[config.mk]
export PLATFORM = sky130hd
export DESIGN_NAME = tx_lane_slip
export DESIGN_NICKNAME = d
export VERILOG_FILES = /design/src/rtl/tx_lane_slip_pkg.sv /design/src/rtl/tx_slip_limit.sv /design/src/rtl/tx_slip_funnel.sv /design/src/rtl/tx_slip_stage.sv /design/src/rtl/tx_lane_slip.sv
export SDC_FILE = /design/constraint.sdc
export NUM_CORES = 1
export LEC_CHECK = 0
export CAP_MARGIN = 10
export CORE_MARGIN = 8
export CORE_UTILIZATION = 30
export DETAILED_ROUTE_END_ITERATION = 7
export PLACE_DENSITY = 0.54
export SYNTH_ARGS = -nofsm -noshare
export SYNTH_HDL_FRONTEND = slang
export SYNTH_SLANG_ARGS = --single-unit
[constraint.sdc]
create_clock -name clk -period 6.7 [get_ports clk]
set_input_delay 1.005 -clock clk [delete_from_list [all_inputs] [get_ports clk]]
set_output_delay 1.005 -clock clk [all_outputs]
set_load 0.01 [all_outputs]
[src/rtl/tx_lane_slip_pkg.sv]
package tx_lane_slip_pkg;
  // Effective slip: a raw control value limited to the largest legal delay.
  function automatic int limit_slip(input int raw, input int width);
    return (raw > width - 1) ? width - 1 : raw;
  endfunction
endpackage

[src/rtl/tx_slip_limit.sv]
module tx_slip_limit #(
  parameter int W  = 32,
  parameter int SW = 6,
  localparam int EW = (W > 2) ? $clog2(W) : 1
) (
  input  logic [SW-1:0] slip_raw,
  output logic [EW-1:0] slip_eff
);
  import tx_lane_slip_pkg::*;
  always_comb slip_eff = EW'(limit_slip(int'(slip_raw), W));
endmodule

[src/rtl/tx_slip_funnel.sv]
module tx_slip_funnel #(
  parameter int W = 32,
  localparam int EW = (W > 2) ? $clog2(W) : 1
) (
  input  logic [W-1:0]  cur_word,
  input  logic [W-1:0]  prev_word,
  input  logic [EW-1:0] slip,
  output logic [W-1:0]  word_out
);
  logic [2*W-1:0] joined;
  assign joined = {cur_word, prev_word};
  // Output starts W-slip bits up the joined pair: the tail of the previous
  // word lands in the low (first serialized) positions.
  always_comb word_out = joined[W - int'(slip) +: W];
endmodule

[src/rtl/tx_slip_stage.sv]
module tx_slip_stage #(
  parameter int W = 32
) (
  input  logic         clk,
  input  logic         rst_n,
  input  logic         in_valid,
  output logic         in_ready,
  input  logic [W-1:0] in_data,
  input  logic [W-1:0] shifted,
  input  logic         slip_zero,
  output logic [W-1:0] history,
  output logic         out_valid,
  input  logic         out_ready,
  output logic [W-1:0] out_data
);
  logic take;
  assign in_ready = !out_valid || out_ready;
  assign take     = in_valid && in_ready;

  always_ff @(posedge clk) begin
    if (!rst_n) begin
      out_valid <= 1'b0;
      out_data  <= '0;
      history   <= '0;
    end else if (take) begin
      out_valid <= 1'b1;
      out_data  <= shifted;
      history   <= in_data;
    end else if (out_ready) begin
      out_valid <= 1'b0;
    end
  end

  a_r8_stall_hold: assert property (@(posedge clk) disable iff (!rst_n)
    (out_valid && !out_ready) |=> (out_valid && $stable(out_data)));
  a_r10_drain_empty: assert property (@(posedge clk) disable iff (!rst_n)
    (out_valid && out_ready && !in_valid) |=> !out_valid);
  a_r2_zero_passes: assert property (@(posedge clk) disable iff (!rst_n)
    (take && slip_zero) |=> (out_data == $past(in_data)));
  a_r7_take_fills: assert property (@(posedge clk) disable iff (!rst_n)
    take |=> out_valid);
  a_r9_history_only_on_take: assert property (@(posedge clk) disable iff (!rst_n)
    !take |=> $stable(history));
endmodule

[src/rtl/tx_lane_slip.sv]
module tx_lane_slip #(
  parameter int W  = 32,
  parameter int SW = 6,
  localparam int EW = (W > 2) ? $clog2(W) : 1
) (
  input  logic          clk,
  input  logic          rst_n,
  input  logic [SW-1:0] slip_amt,
  input  logic          in_valid,
  output logic          in_ready,
  input  logic [W-1:0]  in_data,
  output logic          out_valid,
  input  logic          out_ready,
  output logic [W-1:0]  out_data
);
  logic [EW-1:0] slip_eff;
  logic [W-1:0]  history;
  logic [W-1:0]  shifted;

  tx_slip_limit #(.W(W), .SW(SW)) u_limit (
    .slip_raw (slip_amt),
    .slip_eff (slip_eff)
  );

  tx_slip_funnel #(.W(W)) u_funnel (
    .cur_word  (in_data),
    .prev_word (history),
    .slip      (slip_eff),
    .word_out  (shifted)
  );

  tx_slip_stage #(.W(W)) u_stage (
    .clk       (clk),
    .rst_n     (rst_n),
    .in_valid  (in_valid),
    .in_ready  (in_ready),
    .in_data   (in_data),
    .shifted   (shifted),
    .slip_zero (slip_amt == '0),
    .history   (history),
    .out_valid (out_valid),
    .out_ready (out_ready),
    .out_data  (out_data)
  );
endmodule

; ---- Word-level counts from Yosys, hierarchy flattened
; Cells that the tools add are included.
[totals]
register_bits = 65
latchBits = 0
mem_bits_rw = 0
rom_bits = 0
in_bits = 42
memories = 0
[classes]
addsub = 1
n_mul = 0
n_div = 0
magnitude_cmp = 1
eq_ne = 0
n_shift = 1
n_mux = 3
n_bitwise = 0
n_reduce_logical = 4
[ops]
columns = operator, n
row1 = variable part select 64 x 32 -> 32 bit, 1
row2 = subtractor 6 x 5 -> 7 bit (first input constant), 1
row3 = greater-than comparator 6 x 5 -> 1 bit (second input constant), 1
row4 = 2-to-1 mux 5 bit, 1
row5 = 2-to-1 mux 1 bit, 2
row6 = nonzero test 2 bit, 1
row7 = logical AND 1 bit, 1
row8 = logical NOT 1 bit, 1
row9 = logical OR 1 bit, 1

; ---- Longest topological paths before layout
; Gate-level depths: netlist of the first run.
[logic_depth]
word_depth = 4
depth_mapped = 11

; ---- Cells and area by module
; Synthesis of the first run repeated with hierarchy kept, for this count alone.
[hier_totals]
hier_cells = 716
area_unflattened_um2 = 6974.2
[by_module_without_submodules]
columns = module, n_inst, cells_per_inst, area_per_inst_um2, seq_area_each_um2
row1 = tx_slip_funnel, 1, 427, 4270.3, 0.0
row2 = tx_slip_stage, 1, 282, 2655.0, 1301.2
row3 = tx_slip_limit, 1, 5, 31.3, 0.0
row4 = tx_lane_slip, 1, 2, 17.5, 0.0

; ---- Worst setup path before layout of the first run
; OpenSTA, ideal clock, no wires.
[synth_path]
path_kind = input to register
startpoint = in slip_amt[1]
endpoint = reg u_stage.out_data[25]
setup_time_ns = 0.118
arrival_time_ns = 2.812
required_time_ns = 6.582
path_slack_ns = 3.769
cell_stages = 8
n_path_buf = 2
cell_sequence = buf_4 -> o31a_1 -> or3_1 -> buf_4 -> mux2_1 -> mux2_2 -> a221oi_2 -> nor2_1
[synth_between]
elab_chain_cells = 4
[synth_lines]
columns = item, line
row1 = from (decl), tx_lane_slip.sv:8  ; input logic [SW-1:0] slip_amt,
row2 = greater-than comparator 6 x 5 -> 1 bit, tx_lane_slip_pkg.sv:4  ; return (raw > width - 1) ? width - 1 : raw;
row3 = 2-to-1 mux 5 bit (*), tx_lane_slip_pkg.sv:4
row4 = subtractor 6 x 5 -> 7 bit (*), tx_slip_funnel.sv:14  ; always_comb word_out = joined[W - int'(slip) +: W];
row5 = variable part select 64 x 32 -> 32 bit (*), tx_slip_funnel.sv:14
row6 = to (signal assigned), tx_slip_stage.sv:27  ; out_data <= shifted;
row7 = to (decl), tx_slip_stage.sv:14  ; output logic [W-1:0] out_data
; Mark *: on every way between the ends. The rest lies on a longest branch, timed or not.
; A chain may end at the register's enable or synchronous reset.

; ---- Worst setup path in the final report of the first run
[layout_path]
startpoint = in slip_amt[5]
endpoint = reg u_stage.out_data[24]
[layout_between]
elab_chain_cells = 4
[layout_lines]
columns = item, line
row1 = greater-than comparator 6 x 5 -> 1 bit, tx_lane_slip_pkg.sv:4
row2 = 2-to-1 mux 5 bit, tx_lane_slip_pkg.sv:4
row3 = subtractor 6 x 5 -> 7 bit, tx_slip_funnel.sv:14
row4 = variable part select 64 x 32 -> 32 bit, tx_slip_funnel.sv:14
; Every way passes these cells.

==> results of run 1 <==
==> power by group <==
| part | leakage, nW | switching, mW | total (mW) | internal, mW |
|---|---|---|---|---|
| clock network | 0.148 | 0.188 | 0.494 | 0.305 |
| logic | 2.22 | 0.318 | 0.510 | 0.192 |
| registers | 0.536 | 0.0277 | 0.444 | 0.417 |
==> cells in the mapped netlist (3+ instances only) <==
cell | number | share of area
dfxtp_1 | 65 | 0.21
a31oi_1 | 13 | 0.013
a211oi_1 | 11 | 0.014
or2_2 | 4 | 0.0041
o32ai_1 | 12 | 0.017
nor2_1 | 37 | 0.023
a21o_1 | 3 | 0.0037
mux2_2 | 10 | 0.019
buf_4 | 8 | 0.0099
nand2b_1 | 5 | 0.0052
o21ai_0 | 48 | 0.040
buf_6 | 3 | 0.0056
a221oi_1 | 10 | 0.014
buf_1 | 7 | 0.0043
nor4_1 | 8 | 0.0082
a32oi_1 | 10 | 0.014
nor3_1 | 30 | 0.025
nor2b_1 | 3 | 0.0031
a22oi_1 | 12 | 0.015
a21boi_0 | 34 | 0.042
clkbuf_1 | 33 | 0.020
nand3_1 | 15 | 0.012
nand2_1 | 162 | 0.10
o221ai_1 | 9 | 0.013
buf_2 | 26 | 0.021
a21oi_1 | 50 | 0.041
nor3_2 | 3 | 0.0049
o22ai_1 | 22 | 0.023
o21ai_1 | 5 | 0.0041
inv_1 | 5 | 0.0031
o21a_1 | 3 | 0.0037
and2_1 | 3 | 0.0031
mux2i_1 | 106 | 0.17
==> critical path, cell delays in order <==
cell	delay, ns
clkdlybuf4s50_1	0.45
buf_4	0.32
or2_2	0.75
buf_4	0.51
mux2i_1	0.61
mux2i_1	0.31
mux2i_1	0.36
mux2i_1	0.19
a221oi_1	0.34
nor2_1	0.06
==> worst max-delay path by stage <==
stage	startpoint	endpoint	slack, ns	cells after the start
after CTS	slip_amt[5]	u_stage.out_data[24]	2.17	10
after global placement	slip_amt[5]	u_stage.out_data[24]	1.84	10
after floorplan	slip_amt[1]	u_stage.out_data[25]	3.77	8
final	slip_amt[5]	u_stage.out_data[24]	2.00	10
after global routing	slip_amt[5]	u_stage.out_data[24]	1.86	10
after detailed placement	slip_amt[5]	u_stage.out_data[24]	1.80	10
==> layout by cell type, fill, tap and decap left out, types with 7 or more instances in the layout <==
cell             instances
a31oi_1                 13
a21oi_1                 50
a221oi_1                10
mux2i_1                106
o21ai_0                 48
nand2_1                162
a21boi_0                34
nor2_1                  37
nand3_1                 15
clkdlybuf4s50_1         74
dfxtp_1                 65
clkbuf_16                9
a32oi_1                 10
o32ai_1                 12
mux2_2                  10
o22ai_1                 22
o221ai_1                 9
nor4_1                   7
a22oi_1                 12
a211oi_1                11
buf_4                   20
nor3_1                  29
==> metal layers <==
| layer | vias to the layer above | global-route usage |
|---|---|---|
| met5 | - | 0 |
| met4 | 0 | 0.117 |
| met3 | 80 | 0.0401 |
| met2 | 376 | 0.337 |
| met1 | 3345 | 0.275 |
| li1 | 3146 | - |
==> flip-flops by register name (all words and copies together), names as in the netlist <==
name / count
u_stage.history: 32
u_stage.out_data: 32
u_stage.out_valid: 1
==> logic make-up after synthesis <==
kind of cell,synth area share
muxes,0.207
buffers and inverters,0.0647
and+or+nand+nor,0.206
xor gates and xnor gates,0.00557
AOI/OAI and AO/OA,0.302
DFF,0.214
==> metrics by stage <==
stage          hold slack, ns   util  setup WS [ns]
5_1_grt                 0.482  0.362           1.86
6_report                0.465  0.362           2.00
4_1_cts                 0.471  0.362           2.17
3_5_place_dp            0.459  0.347           1.80
2_1_floorplan           0.440      -           3.77
3_3_place_gp            0.461  0.347           1.84
==> area by class of cell <==
class                   count  share of cell area
clock buffers              12              0.0353
clock inverters             3             0.00552
inverters                   5             0.00259
multi-input cells         678               0.607
flip-flops and latches     65               0.179
well taps                 270              0.0465
repair buffers             95               0.123
==> run_results.csv, run 1 <==
group,metric,value,unit
cells_and_area,drive_gt1_frac,0.0816,
power_and_ir_drop,max-vdd-ir-drop,0.000131,V
cts,postCtsSetupBuffers,0,
floorplanning,die_h,158,microns
cts,clkLatencyLatePin,0.35,ns
global_route,grt_max_degree,66,
sta,final_max_slew_viol_count,0,
power_and_ir_drop,total_leakage_power,2.90,nW
cells_and_area,regArea,0.00130,sq mm
cts,ctsHoldBuffers,0,
route,wl_per_cell,24.1,microns
sta,slew_headroom,0.305,
floorplanning,start_util,0.303,
logic_synthesis,async_flop_share,0,
route,dr_wl_met2,12300,microns
sta,clock_skew,0.0126,ns
route,route.detailed.drc,0,
route,postRouteWirelength,27200,microns
logic_synthesis,syn_area,0.00607,sq mm
floorplanning,ios,76,
power_and_ir_drop,powerDensity,199,mW/mm^2
cells_and_area,fin_area,0.00726,sq mm
cells_and_area,final_cell_count_no_fill,1128,
logic_synthesis,synth_nets,867,
route,drt_pre_antenna_iters,5,
sta,finalSetupTns,0,ns
cts,cts.path.max_buffers,2,
cts,cts_resized,0,
floorplanning,core.rowCount,52,
setup_path,regToRegStartpoint,"u_stage.out_valid",
cells_and_area,fin_nets,896,
worst_hold_path,min_path_type,"reg -> reg",
logic_synthesis,syn_area_per_cell,7.36,sq um
status,status,"finished clean",
global_route,grt_pass1_vias,6592,
sta,tightestPinTransition,1.04,ns
route,dr.max_layer_used,"met4",
logic_synthesis,netlist_instances,825,
worst_hold_path,min-delay-start,"u_stage.out_data[2]",
sta,finalHoldViolCount,0,
job,maxCapViolations,0,
setup_path,r2r-end,"u_stage.out_data[22]",
setup_path,rr_worst_depth,6,
cts,cts_inserted_buffers,9,
setup_path,cp_max_fo,35,
placed_design,dpl_cell_area,0.00696,sq mm
logic_synthesis,yosysWarnings,0,
cts,clk_pin_slew,0.05,ns
placed_design,io_buffers,75,
route,avgViaCountPerCell,6.16,
placed_design,gp_congestion,1.04,
setup_path,worstSetupEndpointType,"flop",
worst_hold_path,min_to,"u_stage.out_data[2]",
placed_design,place_inst,1113,
global_route,grt_pass1_wl,41000,microns
cts,cts_tree,"done",
sta,max_freq,0.213,GHz
route,vias,6947,
floorplanning,chipWidth,158,microns
cells_and_area,diodes,0,
sta,rsz0062_at_grt,"no",
cells_and_area,n_fill_cell,2197,
placed_design,dp_hpwl,19800,microns
setup_path,required,6.93,ns
setup_path,crit_path_start_kind,"input pin",
cells_and_area,multiInputGateArea,0.00441,sq mm
cts,cts_root_buf,"clkbuf_16",
cts,cts_num_sinks,65,
setup_path,r2r_slack,4.18,ns
sta,fin_crit,4.70,ns
logic_synthesis,ys_seq_elements,65,
worst_hold_path,whs_path_depth,1,
sta,setup_viol,0,
floorplanning,core,0.0200,sq mm
global_route,antenna_found_initial,0,
sta,fin_crit_sh,0.702,
logic_synthesis,synth_cell_types,70,
logic_synthesis,ys_seq_area_frac,0.214,
cts,cts_max_level,3,
route,initialDrtViolationCount,999,
logic_synthesis,synth_edf_count,0,
setup_path,cp.arrival,4.94,ns
route,routedLengthMet1,11500,microns
cells_and_area,syn2layout_area_growth,19.6,%
setup_path,crit_type,"in -> reg",
logic_synthesis,ys.flop_type,"dfxtp_1",
global_route,grt.total_usage,0.215,
global_route,globalRouteOverflowTotal,0,
power_and_ir_drop,total_power,1.45,mW
route,met3WireLength,2050,microns
route,ant_nets,0,
floorplanning,die-area,0.0250,sq mm
No activity file was read; power rests on OpenSTA's default activity.
==> inputs of run 2 (changes only) <==
- clock period: 6.7 -> 4.72 ns (I/O delays scaled with it)
==> run_results.csv, run 2 (synthesized netlist as in run 1, its figures left out) <==
group,metric,value,unit
status,status,"finished clean",
route,wl_per_cell,24.1,microns
floorplanning,die_h,158,microns
global_route,grt.total_usage,0.220,
floorplanning,ios,76,
power_and_ir_drop,p_int,1.24,mW
route,met3WireLength,2130,microns
cts,ctsHoldBuffers,0,
power_and_ir_drop,pwr-share-seq,0.318,
power_and_ir_drop,netSwitchingPower,757,uW
cts,cts_tree,"done",
route,routedLengthMet1,12000,microns
cts,cts_inserted_buffers,9,
global_route,grt_pass1_wl,41500,microns
cts,cts_root_buf,"clkbuf_16",
route,initialDrtViolationCount,793,
cts,cts.path.max_buffers,2,
sta,fin_crit,3.90,ns
worst_hold_path,min_path_type,"reg -> reg",
setup_path,worstSetupEndpointType,"flop",
placed_design,gp_congestion,0.986,
cells_and_area,layout_commonest_cell,"nand2_1",
cts,postCtsSetupBuffers,0,
floorplanning,start_util,0.303,
route,avgViaCountPerCell,6.10,
setup_path,r2r-end,"u_stage.out_data[6]",
power_and_ir_drop,clkPwrFrac,0.314,
worst_hold_path,min_to,"u_stage.out_data[11]",
sta,finalHoldViolCount,0,
setup_path,cp_max_fo,18,
setup_path,cp.arrival,4.19,ns
setup_path,required,5.02,ns
worst_hold_path,whs_path_depth,2,
power_and_ir_drop,max-vdd-ir-drop,0.000177,V
worst_hold_path,min-delay-start,"u_stage.out_data[11]",
cts,cts_max_level,3,
floorplanning,chipWidth,158,microns
sta,finalSetupTns,0,ns
sta,fin_crit_sh,0.825,
power_and_ir_drop,swShare,0.379,
cts,clkLatencyLatePin,0.35,ns
global_route,antenna_found_initial,0,
route,dr.max_layer_used,"met4",
route,postRouteWirelength,27600,microns
power_and_ir_drop,total_power,2.00,mW
sta,final_max_slew_viol_count,0,
setup_path,r2r_slack,2.06,ns
cells_and_area,diodes,0,
floorplanning,core.rowCount,52,
placed_design,dp_hpwl,20900,microns
floorplanning,core,0.0200,sq mm
route,ant_nets,0,
sta,setup_viol,0,
sta,slew_headroom,0.257,
route,drt_pre_antenna_iters,5,
cts,clk_pin_slew,0.06,ns
power_and_ir_drop,total_leakage_power,2.96,nW
global_route,grt_max_degree,59,
cells_and_area,reg_top3,"u_stage.history (32), u_stage.out_data (32), u_stage.out_valid (1)",
job,maxCapViolations,0,
cells_and_area,syn2layout_area_growth,21.2,%
sta,max_freq,0.257,GHz
setup_path,crit_type,"in -> reg",
cts,cts_num_sinks,65,
setup_path,rr_worst_depth,6,
cts,cts_resized,0,
sta,tightestPinTransition,1.11,ns
power_and_ir_drop,powerDensity,271,mW/mm^2
sta,clock_skew,0.00873,ns
placed_design,io_buffers,75,
cells_and_area,drive_gt1_frac,0.0973,
cells_and_area,fin_nets,912,
global_route,grt_pass1_vias,6584,
floorplanning,die-area,0.0250,sq mm
route,route.detailed.drc,0,
global_route,globalRouteOverflowTotal,0,
setup_path,crit_path_start_kind,"input pin",
setup_path,regToRegStartpoint,"u_stage.out_valid",
route,dr_wl_met2,12100,microns
sta,rsz0062_at_grt,"no",
route,vias,6973,
power_and_ir_drop,p_comb_frac,0.368,
cells_and_area,final_cell_mix,"nand2_1, mux2i_1, clkdlybuf4s50_1",
[run 2: cell types whose count changed in the layout (fill, tap and decap cells not counted)]
cell        before  now
buf_12           0    1
clkbuf_8         2    1
clkinvlp_4       0    1
bufinv_16        1    0
clkbuf_1         1    2
buf_4           20   35
[run 2: layout make-up]
type	instances	area, sq um
clock buffer	12	246
clock inverter	3	17.5
fill	2164	12700
inverter	5	18.8
multi-input combinational	678	4410
sequential	65	1300
tap	270	338
timing repair buffer	111	1030
[run 2: metal layers]
metal  vias to the layer above  track usage
met5                         -            0
met4                         0        0.121
met3                        82       0.0437
met2                       374        0.330
met1                      3337        0.291
li1                       3180            -
[run 2: how the worst max path moves through the flow]
stage                           end   startpoint  slack (ns)  depth (start not counted)
5_1_grt        u_stage.out_data[10]  slip_amt[0]        0.73                         10
3_3_place_gp   u_stage.out_data[10]  slip_amt[2]        0.63                          8
3_5_place_dp   u_stage.out_data[10]  slip_amt[0]        0.59                         10
6_report       u_stage.out_data[10]  slip_amt[0]        0.82                         10
4_1_cts        u_stage.out_data[10]  slip_amt[0]        0.97                         10
2_1_floorplan  u_stage.out_data[25]  slip_amt[1]        2.09                          8
[run 2: power by group through the flow]
stage	Clock, mW	Combinational [mW]	Sequential, mW
final	0.626	0.736	0.634
after floorplan	0	0.426	0.639
after global placement	0	0.721	0.644
after detailed placement	0	0.715	0.644
after global routing	0.664	0.779	0.639
after CTS	0.633	0.718	0.633
[run 2: stage by stage]
step / setup WS [ns] / utilization / area (sq um) / std cells / hold slack (ns)
after floorplan: 2.09 / - / 6070 / 825 / 0.440
after global placement: 0.627 / 0.354 / 7090 / 1129 / 0.463
after detailed placement: 0.590 / 0.354 / 7090 / 1129 / 0.455
after CTS: 0.969 / 0.367 / 7360 / 1144 / 0.470
after global routing: 0.734 / 0.367 / 7360 / 1144 / 0.485
final: 0.824 / 0.367 / 7360 / 1144 / 0.467
[run 2: critical path, stage by stage]
cell and delay (ns):
clkdlybuf4s50_1 0.77, or2_2 0.53, buf_4 0.35, buf_4 0.19, nor3_1 0.05, nor3_1 0.72
mux2i_1 0.22, mux2i_1 0.30, o221a_2 0.24, a221o_1 0.10
